<file path="config.mk">
export PLATFORM = sky130hd
export DESIGN_NAME = pwm_shadow_chan
export DESIGN_NICKNAME = d
export VERILOG_FILES = /design/src/rtl/pwm_shadow_pkg.sv /design/src/rtl/pwm_shadow_pair.sv /design/src/rtl/pwm_shadow_timer.sv /design/src/rtl/pwm_shadow_cmp.sv /design/src/rtl/pwm_shadow_chan.sv
export SDC_FILE = /design/constraint.sdc
export NUM_CORES = 1
export LEC_CHECK = 0
export ABC_AREA = 1
export BUFFER_PORTS_ARGS = -buffer_cell sky130_fd_sc_hd__buf_2
export CAP_MARGIN = 5
export CORE_MARGIN = 2
export CORE_UTILIZATION = 25
export DETAILED_ROUTE_END_ITERATION = 8
export SYNTH_ARGS = -nofsm -noshare
export SYNTH_HDL_FRONTEND = slang
export SYNTH_HIERARCHICAL = 1
export SYNTH_SLANG_ARGS = --single-unit
</file>
<file path="constraint.sdc">
create_clock -name clk -period 8.51 [get_ports clk]
set_clock_uncertainty 0.05 [all_clocks]
set_input_delay 1.702 -clock clk [delete_from_list [all_inputs] [get_ports clk]]
set_output_delay 1.702 -clock clk [all_outputs]
set_load 0.02 [all_outputs]
</file>
<file path="src/rtl/pwm_shadow_pkg.sv">
package pwm_shadow_pkg;
  typedef enum logic [1:0] {
    SEL_TMR  = 2'd0,
    SEL_PER  = 2'd1,
    SEL_WID  = 2'd2,
    SEL_NONE = 2'd3
  } wsel_e;
endpackage

</file>
<file path="src/rtl/pwm_shadow_pair.sv">
// Visible register plus the shadow copy the comparator uses.
module pwm_shadow_pair #(
  parameter int W = 16
) (
  input  logic         clk,
  input  logic         rst,
  input  logic         wr_hit,
  input  logic [W-1:0] wr_data,
  input  logic         load,
  output logic [W-1:0] q_reg,
  output logic [W-1:0] q_sh,
  output logic [W-1:0] q_sh_nxt
);
  logic [W-1:0] q_reg_nxt;

  always_comb begin
    q_reg_nxt = wr_hit ? wr_data : q_reg;
    q_sh_nxt  = load ? q_reg_nxt : q_sh;
  end

  always_ff @(posedge clk) begin
    if (rst) begin
      q_reg <= '1;
      q_sh  <= '1;
    end else begin
      q_reg <= q_reg_nxt;
      q_sh  <= q_sh_nxt;
    end
  end
endmodule

</file>
<file path="src/rtl/pwm_shadow_timer.sv">
module pwm_shadow_timer #(
  parameter int W = 16
) (
  input  logic         clk,
  input  logic         rst,
  input  logic         run,
  input  logic         tmr_wr,
  input  logic [W-1:0] wr_data,
  input  logic [W-1:0] per_sh,
  output logic [W-1:0] tmr,
  output logic [W-1:0] tmr_nxt,
  output logic         wrap,
  output logic         irq
);
  always_comb begin
    wrap = run && !tmr_wr && (tmr == per_sh);
    if (tmr_wr)    tmr_nxt = wr_data;
    else if (wrap) tmr_nxt = '0;
    else if (run)  tmr_nxt = tmr + 1'b1;
    else           tmr_nxt = tmr;
  end

  always_ff @(posedge clk) begin
    if (rst) begin
      tmr <= '0;
      irq <= 1'b0;
    end else begin
      tmr <= tmr_nxt;
      irq <= wrap;
    end
  end
endmodule

</file>
<file path="src/rtl/pwm_shadow_cmp.sv">
module pwm_shadow_cmp #(
  parameter int W = 16
) (
  input  logic         clk,
  input  logic         rst,
  input  logic [W-1:0] tmr_nxt,
  input  logic [W-1:0] wid_nxt,
  output logic         pwm
);
  always_ff @(posedge clk) begin
    if (rst) pwm <= 1'b0;
    else     pwm <= (tmr_nxt >= wid_nxt);
  end
endmodule

</file>
<file path="src/rtl/pwm_shadow_chan.sv">
module pwm_shadow_chan #(
  parameter int CNT_W = 16
) (
  input  logic             clk,
  input  logic             rst,
  input  logic             run,
  input  logic             wr_en,
  input  logic [1:0]       wr_sel,
  input  logic [CNT_W-1:0] wr_data,
  output logic             pwm_out,
  output logic             wrap_irq,
  output logic [CNT_W-1:0] tmr_val
);
  import pwm_shadow_pkg::*;

  localparam int NSH    = 2;
  localparam int IX_PER = 0;
  localparam int IX_WID = 1;

  wsel_e            sel_e;
  logic             tmr_wr;
  logic             wrap;
  logic             sh_load;
  logic [CNT_W-1:0] tmr_nxt;
  logic [CNT_W-1:0] r_q   [NSH];
  logic [CNT_W-1:0] s_q   [NSH];
  logic [CNT_W-1:0] s_nxt [NSH];
  logic [NSH-1:0]   hit;
  logic [CNT_W-1:0] per_reg, wid_reg, per_sh, wid_sh;

  assign sel_e   = wsel_e'(wr_sel);
  assign tmr_wr  = wr_en && (sel_e == SEL_TMR);
  assign hit[IX_PER] = wr_en && (sel_e == SEL_PER);
  assign hit[IX_WID] = wr_en && (sel_e == SEL_WID);
  assign sh_load = !run || wrap;

  for (genvar g = 0; g < NSH; g++) begin : g_sh
    pwm_shadow_pair #(.W(CNT_W)) u_pair (
      .clk(clk), .rst(rst), .wr_hit(hit[g]), .wr_data(wr_data),
      .load(sh_load), .q_reg(r_q[g]), .q_sh(s_q[g]), .q_sh_nxt(s_nxt[g])
    );
  end

  assign per_reg = r_q[IX_PER];
  assign wid_reg = r_q[IX_WID];
  assign per_sh  = s_q[IX_PER];
  assign wid_sh  = s_q[IX_WID];

  pwm_shadow_timer #(.W(CNT_W)) u_tmr (
    .clk(clk), .rst(rst), .run(run), .tmr_wr(tmr_wr), .wr_data(wr_data),
    .per_sh(per_sh), .tmr(tmr_val), .tmr_nxt(tmr_nxt), .wrap(wrap),
    .irq(wrap_irq)
  );

  pwm_shadow_cmp #(.W(CNT_W)) u_cmp (
    .clk(clk), .rst(rst), .tmr_nxt(tmr_nxt), .wid_nxt(s_nxt[IX_WID]),
    .pwm(pwm_out)
  );
endmodule

</file>
==> results of run 1 <==
-- cell type report --
type / count / area, sq um / area share, %
well taps: 265 / 332 / 5.90
flip-flops and latches: 82 / 1640 / 29.2
multi-input cells: 502 / 2610 / 46.5
clock buffers: 9 / 225 / 4.01
inverters: 133 / 509 / 9.07
clock inverters: 7 / 70.1 / 1.25
repair buffers: 43 / 225 / 4.01
-- worst paths after layout --
path,end,slack [ns],from,cells after the start
max,u_cmp/pwm$_SDFF_PP0_,3.52,wr_sel[1],21
min reg2reg,g_sh[1].u_pair/q_sh[13]$_SDFF_PP1_,0.42,g_sh[1].u_pair/q_sh[13]$_SDFF_PP1_,2
max reg2reg,u_cmp/pwm$_SDFF_PP0_,5.04,u_tmr/tmr[4]$_SDFF_PP0_,16
min,g_sh[1].u_pair/q_sh[13]$_SDFF_PP1_,0.42,g_sh[1].u_pair/q_sh[13]$_SDFF_PP1_,2
-- cells in the final DEF (no fill, tap or decap), drive strengths merged --
cell,instances
dfxtp,82
nand3,93
o21ai,3
buf,43
o2111ai,1
nor3b,1
xor2,8
clkinvlp,1
inv,132
a21oi,24
nor2,34
nand2,300
o21a,1
clkbuf,9
clkinv,6
ha,17
nand4,9
bufinv,1
nor3,8
xnor2,3
-- routing by layer --
| layer | up-vias | part of all wire, % |
|---|---|---|
| met1 | 1947 | 50 |
| met5 | - | 0 |
| met3 | 11 | 5.5 |
| met4 | 0 | 0.92 |
| li1 | 2312 | - |
| met2 | 84 | 44 |
-- worst max-delay path: cells and delay by family --
family	cells	cell delay (ns)
buf+inv	7	1.44
simple gates	9	1.16
compound gates	4	0.52
fa+ha+maj	1	0.30
-- where the power goes --
group	total (mW)	internal (mW)	switching, mW	leakage, nW
Combinational	0.135	0.0455	0.0892	2.42
Clock	0.387	0.227	0.161	0.145
Sequential	0.413	0.401	0.0121	0.673
==> metrics.md, run 1 <==
| Metric | Value |
|---|---|
| Status | finished clean |
| Die ar. | 0.0210 sq mm |
| Syn Area/Cell | 6.70 sq um |
| Worst Tran Pin Value | 1.10 ns |
| M3 GR Usage | 2.96% |
| Clock tree buffer depth | 2 |
| Slew Viols, Final | 0 |
| Fin crit period | 4.99 ns |
| Slowest cell on crit path | clkinv_1 |
| Setup total negative slack | 0 ns |
| GPL Wtd Cong | 0.874 |
| Clock Sinks | 82 |
| Instance area after placement | 0.00532 sq mm |
| Effective utilization at floorplan | 25.5% |
| Fin cells | 1041 |
| Clock root buffer | clkbuf_16 |
| Net count after synthesis | 781 |
| Vias in the first global route | 4145 |
| CP Launch Type | primary input |
| Mapped Cells | 742 |
| # rows | 51 |
| Fill cells | 2266 |
| Yosys warnings | 6 |
| Wire length per cell after detailed routing | 12.4 um |
| Worst VDD drop | 93.0 uV |
| Hold WC Path Type | flop to flop |
| Final wirelength | 12.9 mm |
| Num CTS Buffers | 9 |
| Die Height | 145 um |
| Pwr Total | 0.935 mW |
| Clock-pin slew on the worst setup and hold paths | 0.06 ns |
| H-tree depth | 3 |
| Synthesis-to-layout area growth | 12.9% |
| CP max FO | 18 |
| Max_slew headroom | 26.3% |
| RSZ-0062 raised after global routing | no |
| Final Cycle Share | 58.6% |
| Dpl ws | 3.16 ns |
| Max Clk Rate | 200 MHz |
| Ports | 40 |
| Port-buffer cells | 39 |
| Largest net degree at the start of global routing | 33 |
| ANT cells | 0 |
| Total number of vias | 4354 |
| Grt met1 use | 17.8% |
| Final Hold Fails | 0 |
| DR DRC count | 0 |
| Hold buffer count at CTS | 0 |
| Top Usage Layer GRT | met2 |
| TritonRoute pass-1 iters | 5 |
| Arr. time, crit path | 5.15 ns |
| Initial antenna violation count | 0 |
| Power per cell area | 167 mW/mm^2 |
| Crit Path Class | primary input to flop |
| Vias/cell | 4.18 |
| GRT overflow | 0 |
| M2 GR Usage | 20.0% |
| Final HPWL DP | 9.89 mm |
| Fin Hold WS | 0.416 ns |
| Most Frequent Cell on Critical Path | nand2_1 |
| Layout cells sized above 1 | 18.0% |
| Final instance area | 0.00562 sq mm |
| Core area | 0.0195 sq mm |
| CP cell instances | buf_2 -> inv_1 -> nand2_1 -> nor2_1 -> buf_4 -> clkinv_1 -> nand3_1 -> nor3_1 -> nand2_1 -> nor2_1 -> inv_1 -> nand2_1 -> inv_2 -> nand2_1 -> nand2_1 -> inv_1 -> ha_1 -> a21oi_1 -> o21ai_0 -> a21oi_1 -> a21oi_2 |
| Post-CTS setup buffers | 0 |
| Placed cell count | 1025 |
| Global-route wire length before repair | 21.4 mm |
| Worst skew pair latency | 0.34 ns |
| Final worst slack | 3.52 ns |
| Critical path capture point type | flop |
| Nets | 810 |
| GR Util All Layers | 12.7% |
| CTS tree | done |
| Die X | 145 um |
| Initial DRC Count | 309 |
| Final setup fails | 0 |
| Post-route ant nets | 0 |
| Post-CTS Resized | 0 |
| Fin util | 28.8% |
| Leak Pwr | 3.24 nW |
| Max-Cap Viols | 0 |
| Worst path required time | 8.67 ns |
| Worst path max stage delay | 0.54 ns |
| Mapped Area | 0.00497 sq mm |
(Power assumes the default switching activity.)
==> run 2, diff against run 1 <==
--- a/config.mk
+++ b/config.mk
@@ -5,7 +5,7 @@
 export SDC_FILE = /design/constraint.sdc
 export NUM_CORES = 1
 export LEC_CHECK = 0
-export ABC_AREA = 1
+export ABC_AREA = 0
 export BUFFER_PORTS_ARGS = -buffer_cell sky130_fd_sc_hd__buf_2
 export CAP_MARGIN = 5
 export CORE_MARGIN = 2
==> constraint.sdc (replaced) <==
create_clock -name clk -period 5 [get_ports clk]
set_clock_uncertainty 0.05 [all_clocks]
set_input_delay 1 -clock clk [delete_from_list [all_inputs] [get_ports clk]]
set_output_delay 1 -clock clk [all_outputs]
set_load 0.02 [all_outputs]
==> run 2 against run 1 <==
Effect of this change: wire length is 18% lower; setup slack worse by 2.6 ns; utilization is 0.92 points higher; worst hold slack better by 0.014 ns; area after synthesis is 17% lower; largest cell class unchanged; sequential cell count stayed put; total power is 59% higher; final area is 16% lower; largest power group unchanged; die area is 17% lower; critical path depth is 4 lower.
==> metrics.md, run 2 <==
| Metric | Value |
|---|---|
| Status | finished clean |
| Syn Area/Cell | 8.91 sq um |
| GPL Wtd Cong | 0.843 |
| Worst VDD drop | 153 uV |
| Max-Cap Viols | 0 |
| Global-route wire length before repair | 17.0 mm |
| Critical path capture point type | flop |
| GR Util All Layers | 12.2% |
| Worst Tran Pin Value | 1.02 ns |
| Psw | 0.395 mW |
| Wire length per cell after detailed routing | 14.9 um |
| Core area | 0.0159 sq mm |
| Net count after synthesis | 500 |
| Largest net degree at the start of global routing | 54 |
| CP max FO | 31 |
| Fin crit period | 4.12 ns |
| Max_slew headroom | 32.3% |
| Die ar. | 0.0175 sq mm |
| Die Height | 132 um |
| ANT cells | 0 |
| RSZ-0062 raised after global routing | no |
| Clock-pin slew on the worst setup and hold paths | 0.06 ns |
| Yosys warnings | 6 |
| Initial DRC Count | 261 |
| Final Hold Fails | 0 |
| Post-route ant nets | 0 |
| Nets | 529 |
| Switching share of power | 26.6% |
| Final HPWL DP | 7.96 mm |
| Comb power frac | 10.7% |
| Leak Pwr | 1.93 nW |
| Effective utilization at floorplan | 25.8% |
| Total number of vias | 3336 |
| Max Clk Rate | 243 MHz |
| Leading cell type in the layout, fill and taps excluded | dfxtp_1 |
| Post-CTS setup buffers | 0 |
| Ports | 40 |
| Synthesis-to-layout area growth | 15.2% |
| Post-CTS Resized | 0 |
| Most frequent cells in the layout | dfxtp_1 (82), a21oi_1 (66), nand2_1 (40), buf_2 (39), nor3_1 (35) |
| GRT overflow | 0 |
| Hold WC Path Type | flop to flop |
| Initial antenna violation count | 0 |
| CP Launch Type | primary input |
| Internal power | 1.09 mW |
| Mapped Cells | 461 |
| Clock Sinks | 82 |
| Dpl ws | 0.575 ns |
| DR DRC count | 0 |
| Mapped Area | 0.00411 sq mm |
| Clock tree buffer depth | 2 |
| Clk pwr share | 42.6% |
| Final Cycle Share | 82.4% |
| Vias in the first global route | 3222 |
| Hold buffer count at CTS | 0 |
| Final setup fails | 0 |
| Num CTS Buffers | 9 |
| Final wirelength | 10.6 mm |
| Final worst slack | 0.878 ns |
| Clock root buffer | clkbuf_16 |
| # rows | 46 |
| Layout cells sized above 1 | 15.2% |
| Pwr Total | 1.49 mW |
| CTS tree | done |
| Worst path required time | 5.22 ns |
| Port-buffer cells | 39 |
| Crit Path Class | primary input to flop |
| Vias/cell | 4.69 |
| Arr. time, crit path | 4.34 ns |
| Worst skew pair latency | 0.34 ns |
| Flop pwr share | 46.7% |
| Die X | 132 um |
| Setup total negative slack | 0 ns |
| TritonRoute pass-1 iters | 8 |
| Slew Viols, Final | 0 |
| Power per cell area | 314 mW/mm^2 |
| H-tree depth | 3 |
## run 2: final cells by class
class	count	area (sq um)
clock inverter	6	48.8
tap	216	270
inverter	18	67.6
clock buffer	10	239
sequential	82	1640
fill	1683	11200
multi-input combinational	331	2200
timing repair buffer	48	263
## run 2: final timing paths
path	start	depth (start not counted)	slack (ns)	to
min	g_sh[0].u_pair/q_reg[1]$_SDFF_PP1_	2	0.43	g_sh[0].u_pair/q_reg[1]$_SDFF_PP1_
max	wr_en	17	0.88	u_cmp/pwm$_SDFF_PP0_
min reg2reg	g_sh[0].u_pair/q_reg[1]$_SDFF_PP1_	2	0.43	g_sh[0].u_pair/q_reg[1]$_SDFF_PP1_
max reg2reg	u_tmr/tmr[4]$_SDFF_PP0_	13	1.11	u_cmp/pwm$_SDFF_PP0_
## run 2: per-stage QoR
step | hold WS [ns] | cell area, sq um | std cells | util [%]
after floorplan | 0.392 | 4110 | 461 | -
after global placement | 0.408 | 4440 | 695 | 27.9
after detailed placement | 0.413 | 4440 | 695 | 27.9
after CTS | 0.434 | 4730 | 711 | 29.7
after global routing | 0.456 | 4730 | 711 | 29.7
final | 0.430 | 4730 | 711 | 29.7
## run 2: power by group through the flow
| stage | Combinational (mW) | Clock, mW | Sequential, mW |
|---|---|---|---|
| 2_1_floorplan | 0.107 | 0 | 0.709 |
| 3_3_place_gp | 0.155 | 0 | 0.707 |
| 3_5_place_dp | 0.159 | 0 | 0.708 |
| 4_1_cts | 0.160 | 0.644 | 0.693 |
| 5_1_grt | 0.176 | 0.674 | 0.696 |
| 6_report | 0.160 | 0.633 | 0.693 |
## run 2: routing by layer
layer / vias to the layer above / global-route usage, % / share of wire (%)
met5: - / 0 / 0
met3: 17 / 1.77 / 4.3
li1: 1670 / - / -
met1: 1563 / 17.0 / 50
met4: 0 / 5.50 / 2.0
met2: 86 / 18.5 / 44
## run 2: worst max-delay path, cell delays in order
cell and delay, ns:
buf_2 0.11, nor3b_2 0.16, inv_1 0.06, buf_4 0.18
and3_1 0.17, nand4_1 0.10, nor2_1 0.41, nand2b_2 0.51
buf_4 0.38, nor2_1 0.08, a21oi_1 0.14, inv_1 0.06
ha_1 0.30, nand4_2 0.14, nor3_2 0.23, o2111ai_1 0.13
a31oi_1 0.17
